## src/rtl/drs_pkg.sv

```systemverilog
package drs_pkg;

  typedef enum logic [2:0] {
    ST_WAIT,
    ST_IDLE,
    ST_SETUP,
    ST_ACTIVE,
    ST_PRECH
  } seqState_t;

  typedef enum logic [1:0] {
    PH_SETUP  = 2'd0,
    PH_ACTIVE = 2'd1,
    PH_PRECH  = 2'd2
  } phaseSel_t;

  // strobes from control to datapath
  typedef struct packed {
    logic      waitEn;
    logic      phaseClr;
    phaseSel_t phaseSel;
    logic      latchMode;
    logic      rowInc;
    logic      cycDone;
  } seqCtl_t;

  // status from datapath to control
  typedef struct packed {
    logic waitDone;
    logic phaseEnd;
    logic ready;
    logic owedNz;
    logic modeCbr;
  } seqSts_t;

endpackage

```

## src/rtl/drs_dp.sv

```systemverilog
module drs_dp
  import drs_pkg::*;
#(
  parameter int ROW_W    = 11,
  parameter int WAIT_CYC = 50000,
  parameter int INIT_CYC = 8,
  parameter int REF_INT  = 3788,
  parameter int OWED_MAX = 8,
  parameter int SU_CYC   = 2,
  parameter int RAS_CYC  = 12,
  parameter int RP_CYC   = 8
) (
  input  logic             clk,
  input  logic             rstN,
  input  logic             cbrMode,
  input  seqCtl_t          ctl,
  output seqSts_t          sts,
  output logic [ROW_W-1:0] rowCnt
);

  localparam int WAIT_W = $clog2(WAIT_CYC + 1);
  localparam int INIT_W = $clog2(INIT_CYC + 1);
  localparam int REF_W  = $clog2(REF_INT + 1);
  localparam int OWED_W = $clog2(OWED_MAX + 1);
  localparam int PH_MAX = (SU_CYC > RAS_CYC) ? ((SU_CYC > RP_CYC) ? SU_CYC : RP_CYC)
                                             : ((RAS_CYC > RP_CYC) ? RAS_CYC : RP_CYC);
  localparam int PH_W   = $clog2(PH_MAX + 1);

  logic [WAIT_W-1:0] waitCnt;
  logic [INIT_W-1:0] initCnt;
  logic [REF_W-1:0]  refTimer;
  logic [OWED_W-1:0] owed;
  logic [PH_W-1:0]   phaseCnt;
  logic [PH_W-1:0]   phaseLast;
  logic              readyQ;
  logic              modeQ;
  logic              tick;
  logic              owedDec;

  // last count of the current phase
  always_comb begin
    case (ctl.phaseSel)
      PH_SETUP:  phaseLast = PH_W'(SU_CYC - 1);
      PH_ACTIVE: phaseLast = PH_W'(RAS_CYC - 1);
      default:   phaseLast = PH_W'(RP_CYC - 1);
    endcase
  end

  assign tick    = readyQ && (refTimer == REF_W'(REF_INT - 1));
  assign owedDec = ctl.cycDone && readyQ;

  always_ff @(posedge clk or negedge rstN) begin
    if (!rstN) begin
      waitCnt  <= '0;
      phaseCnt <= '0;
    end else begin
      if (ctl.waitEn && (waitCnt != WAIT_W'(WAIT_CYC - 1))) waitCnt <= waitCnt + 1'b1;
      if (ctl.phaseClr) phaseCnt <= '0;
      else              phaseCnt <= phaseCnt + 1'b1;
    end
  end

  // warm-up counting and ready flag
  always_ff @(posedge clk or negedge rstN) begin
    if (!rstN) begin
      initCnt <= '0;
      readyQ  <= 1'b0;
    end else if (ctl.cycDone && !readyQ) begin
      initCnt <= initCnt + 1'b1;
      if (initCnt == INIT_W'(INIT_CYC - 1)) readyQ <= 1'b1;
    end
  end

  // refresh interval timer and owed count
  always_ff @(posedge clk or negedge rstN) begin
    if (!rstN) begin
      refTimer <= '0;
      owed     <= '0;
    end else begin
      if (readyQ) refTimer <= tick ? '0 : refTimer + 1'b1;
      if (tick && !owedDec && (owed != OWED_W'(OWED_MAX))) owed <= owed + 1'b1;
      else if (owedDec && !tick)                           owed <= owed - 1'b1;
    end
  end

  // mode capture and own row counter
  always_ff @(posedge clk or negedge rstN) begin
    if (!rstN) begin
      modeQ <= 1'b1;
      rowCnt <= '0;
    end else begin
      if (ctl.latchMode) modeQ <= cbrMode;
      if (ctl.rowInc)    rowCnt <= rowCnt + 1'b1;
    end
  end

  assign sts.waitDone = ctl.waitEn && (waitCnt == WAIT_W'(WAIT_CYC - 1));
  assign sts.phaseEnd = (phaseCnt == phaseLast);
  assign sts.ready    = readyQ;
  assign sts.owedNz   = (owed != '0);
  assign sts.modeCbr  = modeQ;

endmodule

```

## src/rtl/drs_ctrl.sv

```systemverilog
module drs_ctrl
  import drs_pkg::*;
#(
  parameter int ROW_W = 11
) (
  input  logic             clk,
  input  logic             rstN,
  input  logic             busGnt,
  input  seqSts_t          sts,
  input  logic [ROW_W-1:0] rowCnt,
  output seqCtl_t          ctl,
  output logic             busReq,
  output logic             rasN,
  output logic             casN,
  output logic             weN,
  output logic             oeN,
  output logic [ROW_W-1:0] rowAddr
);

  seqState_t state, stateNext;
  logic      pending;
  logic      inPulse;

  assign pending = !sts.ready || sts.owedNz;
  assign inPulse = (state == ST_SETUP) || (state == ST_ACTIVE);

  always_comb begin
    stateNext    = state;
    ctl          = '0;
    ctl.waitEn   = (state == ST_WAIT);
    case (state)
      ST_ACTIVE: ctl.phaseSel = PH_ACTIVE;
      ST_PRECH:  ctl.phaseSel = PH_PRECH;
      default:   ctl.phaseSel = PH_SETUP;
    endcase
    case (state)
      ST_WAIT: if (sts.waitDone) stateNext = ST_IDLE;
      ST_IDLE: begin
        ctl.phaseClr = 1'b1;
        if (pending && busGnt) begin
          stateNext     = ST_SETUP;
          ctl.latchMode = 1'b1;
        end
      end
      ST_SETUP: if (sts.phaseEnd) begin
        stateNext    = ST_ACTIVE;
        ctl.phaseClr = 1'b1;
      end
      ST_ACTIVE: if (sts.phaseEnd) begin
        stateNext    = ST_PRECH;
        ctl.phaseClr = 1'b1;
        ctl.rowInc   = !sts.modeCbr;
      end
      ST_PRECH: if (sts.phaseEnd) begin
        stateNext    = ST_IDLE;
        ctl.phaseClr = 1'b1;
        ctl.cycDone  = 1'b1;
      end
      default: stateNext = ST_WAIT;
    endcase
  end

  always_ff @(posedge clk or negedge rstN) begin
    if (!rstN) state <= ST_WAIT;
    else       state <= stateNext;
  end

  assign busReq  = (state == ST_SETUP) || (state == ST_ACTIVE) || (state == ST_PRECH) ||
                   ((state == ST_IDLE) && pending);
  assign rasN    = (state != ST_ACTIVE);
  assign casN    = !(sts.modeCbr && inPulse);
  assign weN     = 1'b1;
  assign oeN     = 1'b1;
  assign rowAddr = (!sts.modeCbr && inPulse) ? rowCnt : '0;

endmodule

```

## src/rtl/dram_refresh_seq.sv

```systemverilog
module dram_refresh_seq
  import drs_pkg::*;
#(
  parameter int CLK_MHZ    = 250,
  parameter int PWRUP_US   = 200,
  parameter int RETAIN_US  = 32000,
  parameter int DERATE_PCT = 97,
  parameter int ROW_W      = 11,
  parameter int WAIT_CYC   = PWRUP_US * CLK_MHZ,
  parameter int INIT_CYC   = 8,
  parameter int REF_INT    = RETAIN_US * CLK_MHZ / (2 ** ROW_W) * DERATE_PCT / 100,
  parameter int OWED_MAX   = 8,
  parameter int SU_CYC     = 2,
  parameter int RAS_CYC    = 12,
  parameter int RP_CYC     = 8
) (
  input  logic             clk,
  input  logic             rstN,
  input  logic             cbrMode,
  input  logic             busGnt,
  output logic             busReq,
  output logic             rasN,
  output logic             casN,
  output logic             weN,
  output logic             oeN,
  output logic [ROW_W-1:0] rowAddr,
  output logic             ready
);

  seqCtl_t          ctl;
  seqSts_t          sts;
  logic [ROW_W-1:0] rowCnt;

  drs_ctrl #(.ROW_W(ROW_W)) u_ctrl (
    .clk(clk), .rstN(rstN), .busGnt(busGnt), .sts(sts), .rowCnt(rowCnt),
    .ctl(ctl), .busReq(busReq), .rasN(rasN), .casN(casN),
    .weN(weN), .oeN(oeN), .rowAddr(rowAddr)
  );

  drs_dp #(
    .ROW_W(ROW_W), .WAIT_CYC(WAIT_CYC), .INIT_CYC(INIT_CYC), .REF_INT(REF_INT),
    .OWED_MAX(OWED_MAX), .SU_CYC(SU_CYC), .RAS_CYC(RAS_CYC), .RP_CYC(RP_CYC)
  ) u_dp (
    .clk(clk), .rstN(rstN), .cbrMode(cbrMode), .ctl(ctl), .sts(sts), .rowCnt(rowCnt)
  );

  assign ready = sts.ready;

endmodule

```

## config.mk

```make
export PLATFORM = sky130hd
export DESIGN_NAME = dram_refresh_seq
export DESIGN_NICKNAME = d
export VERILOG_FILES = /design/src/rtl/drs_pkg.sv /design/src/rtl/drs_dp.sv /design/src/rtl/drs_ctrl.sv /design/src/rtl/dram_refresh_seq.sv
export SDC_FILE = /design/constraint.sdc
export NUM_CORES = 1
export LEC_CHECK = 0
export BUFFER_PORTS_ARGS = -buffer_cell sky130_fd_sc_hd__buf_4
export CAP_MARGIN = 20
export CORE_MARGIN = 2
export CORE_UTILIZATION = 60
export DETAILED_ROUTE_END_ITERATION = 6
export PLACE_DENSITY = 0.78
export RECOVER_POWER = 100
export SLEW_MARGIN = 20
export SYNTH_ARGS = -nofsm -noshare
export SYNTH_HDL_FRONTEND = slang
export SYNTH_SLANG_ARGS = --single-unit
export TNS_END_PERCENT = 10
```

## constraint.sdc

```tcl
create_clock -name clk -period 4.2 [get_ports clk]
set_clock_uncertainty 0.2 [all_clocks]
set_input_delay 1.26 -clock clk [delete_from_list [all_inputs] [get_ports clk]]
set_output_delay 1.26 -clock clk [all_outputs]
set_load 0.05 [all_outputs]
```

==> summary.txt <==
Timing
  • Tcrit/Tclk final: 0.815
  • Worst Slack Setup Final: 778 ps
  • Final setup violation count: 0
  • Pins over their slew limit: 0
  • TNS Setup: 0 ps
  • Fmax: 292 MHz
  • Final min period: 3420 ps
  • Slew HR: 0.110
  • Worst Tran Pin Value: roughly 1300 ps
  • RSZ-0062 raised after global routing: false
  • Final hold vios: 0

Layout
  • Layout cell share with drive strength beyond 1: 0.121
  • Reg area: 1400 µm²
  • Layout fillers: 379
  • Post-Layout Cell Count: 364
  • Multi-input logic area: 1470 µm²
  • # diodes: 0
  • Design Area, Final: approximately 3200 µm²
  • # nets final: 308
  • Layout area overhead: 6.37%
  • Post-layout util: 0.672

Synth
  • Synth warnings: 0
  • Synth area leaders: dfrtp_1 (46%), xnor2_1 (7.0%), xor2_1 (4.3%)
  • Post-synth EDFFs: 0
  • Fraction of registers with async set/reset: 1.00
  • Post-synth top area cell: dfrtp_1
  • Syn avg cell area: 10.8 µm²
  • Distinct cells, synth: 58
  • Top cell type's share of synthesized area: 0.455
  • Post-synthesis sequential area ratio: 0.464
  • Synth Register Bits: 56
  • Mapped Area: 3020 µm²
  • Gate Count Post-Synth: roughly 280
  • Ys flop type: dfrtp_1

Run status
  • Outcome: completed

Global routing
  • Met2 Resource Use GR: 0.309
  • First-pass GRT wire length: 8.56 mm
  • Met1 Use GR: 0.286
  • GRT met3 Usage: 0.0455
  • GRT busiest layer: met2
  • Number of global-route vias before repair: 1902
  • Tot GR Track Use: 0.200
  • Pin count of the biggest net entering global routing: 57
  • Initial antenna violation count: 0
  • GRT Residual Overflow: 0

CTS
  • Clk Latency, worst-skew pair: 310 ps
  • CTS tree: yes
  • H-tree depth: 2
  • Resized Gates After CTS: 0
  • Clock buffer count from CTS: 5
  • Setup bufs post-CTS: 0
  • Maximum root-to-sink buffer count: 2
  • Post-CTS Hold Fix Bufs: 0
  • CTS clk-pin slew, worst paths: 100 ps
  • Root Buffer Master: clkbuf_8
  • CTS sink cnt: 56

Pwr
  • Sequential share of power: 0.487
  • Clock network power share: 0.246
  • Logic pwr share: 0.267
  • P per Cell Area: 456 nW/µm²
  • Switch share: 0.360
  • Peak supply drop: 0.353 mV
  • Leakage: 1.45 nW
  • Int Power: 0.940 mW
  • NetSw: 0.528 mW

Flow run
  • Max_cap viols: 0

Setup path
  • Worst Path Required: around 2700 ps
  • WP data arrival: 1960 ps
  • Element type at the critical path end: output pin
  • Crit Path Class: register to output pin
  • Startpoint types: register
  • Worst-path fanout max: 4

Routing
  • Routed Antenna Nets: 0
  • Initial DRC count: 96
  • First-pass detailed-route iteration total: 4
  • Vias: 2068
  • Wire per inst: 13.9 µm
  • Final wirelength: 5.07 mm
  • DRC viols: 0
  • Via density: between 5 and 6

Placement
  • Placed cells: 356
  • Setup WS pre-CTS: 1050 ps
  • GPL Wtd Cong: 0.815
  • Dpl cell area: about 3200 µm²
  • DP Wirelength: 3.60 mm
  • # port buffers: 18

Floorplan
  • Core ar.: 4790 µm²
  • Height of the die: 75.0 µm
  • Initial cell density of the core: 0.632
  • Rows: 25
  • IO Count: 21
  • Die X: ~75 µm
  • Die ar.: 5620 µm²

Hold path
  • Min-delay worst type: register to register
[final cells by class]
cell class,instances,area share
multi-input cells,205,0.456
flip-flops and latches,56,0.436
repair buffers,18,0.0342
well taps,67,0.0261
clock buffers,5,0.0214
clock inverters,3,0.0144
inverters,10,0.0117
[critical path, cell delays in order, from the launching register on]
cell      delay [ps]
dfrtp_1          440
nor3_1           340
nand3b_1         210
a211oi_1         280
a21oi_1           70
clkbuf_1         310
[layout by cell type, fill, tap and decap left out, drive strengths merged, types with 9 or more instances in the layout]
master	instances
and2	11
and3	9
clkbuf	12
xor2	15
nand2	21
dfrtp	55
nor3	12
nor2	16
inv	11
xnor2	24
nand3	13
buf	11
[path summary, 6_finish.rpt]
kind	from	to	slack [ps]	cells after the start
setup / recovery	u_dp.owed[1]$_DFFE_PN0P_	busReq	780	5
hold / removal	u_dp.initCnt[3]$_DFFE_PN0P_	u_dp.initCnt[3]$_DFFE_PN0P_	270	1
setup reg to reg	u_dp.refTimer[5]$_DFFE_PN0P_	u_dp.owed[3]$_DFFE_PN0P_	1050	10
hold reg to reg	u_dp.initCnt[3]$_DFFE_PN0P_	u_dp.initCnt[3]$_DFFE_PN0P_	270	1
max in group asynchronous	rstN	u_dp.owed[2]$_DFFE_PN0P_	1950	1
min in group asynchronous	rstN	u_dp.refTimer[9]$_DFFE_PN0P_	1030	1
[logic make-up after synthesis]
group,share of synthesized area
buffers and inverters,0.0335
other,0.00124
AO/OA/AOI/OAI,0.0935
AND/OR/NAND/NOR,0.234
flip-flops,0.464
XOR/XNOR,0.113
adder cells (fa/ha/maj),0.0356
multiplexers,0.0257
[synth_stat cells (3+ instances only)]
cell type and n:
nand4_1 7, nor3_2 7, buf_2 3, xor2_1 15, o21ai_0 4, nor2b_1 4, and3_1 8, and4_1 6
nor3_1 5, ha_1 7, and2_1 11, inv_1 10, dfrtp_1 55, mux2_2 6, buf_4 3, xnor2_1 24
nand2_1 21, nor2_1 15, a21oi_1 5, nand3_1 12
[power by group through the flow]
stage | registers [mW] | logic [mW] | clock network (mW)
after floorplan | 0.685 | 0.371 | 0
after global placement | 0.723 | 0.423 | 0
after detailed placement | 0.728 | 0.433 | 0
after CTS | 0.718 | 0.435 | 0.368
after global routing | 0.727 | 0.444 | 0.393
final | 0.714 | 0.393 | 0.361
[through the flow]
stage | total power, mW | hold WS (ps)
2_1_floorplan | 1.06 | 234
3_3_place_gp | 1.15 | 252
3_5_place_dp | 1.16 | 250
4_1_cts | 1.52 | 268
5_1_grt | 1.56 | 281
6_report | 1.47 | 266
[registers in the layout, indices dropped and copies added, names as in the netlist, 3 cells and up]
name / cells
u_dp.owed: 4
u_dp.waitCnt: 16
u_dp.refTimer: 12
u_dp.initCnt: 4
u_dp.rowCnt: 11
u_dp.phaseCnt: 4
u_ctrl.state: 3
[per-layer routing]
| layer | up-vias | part of all wire |
|---|---|---|
| li1 | 1019 | - |
| met1 | 1002 | 0.48 |
| met2 | 41 | 0.46 |
| met3 | 6 | 0.041 |
| met4 | 0 | 0.011 |
| met5 | - | 0 |
Note: power is estimated with default switching activity, not from simulation.
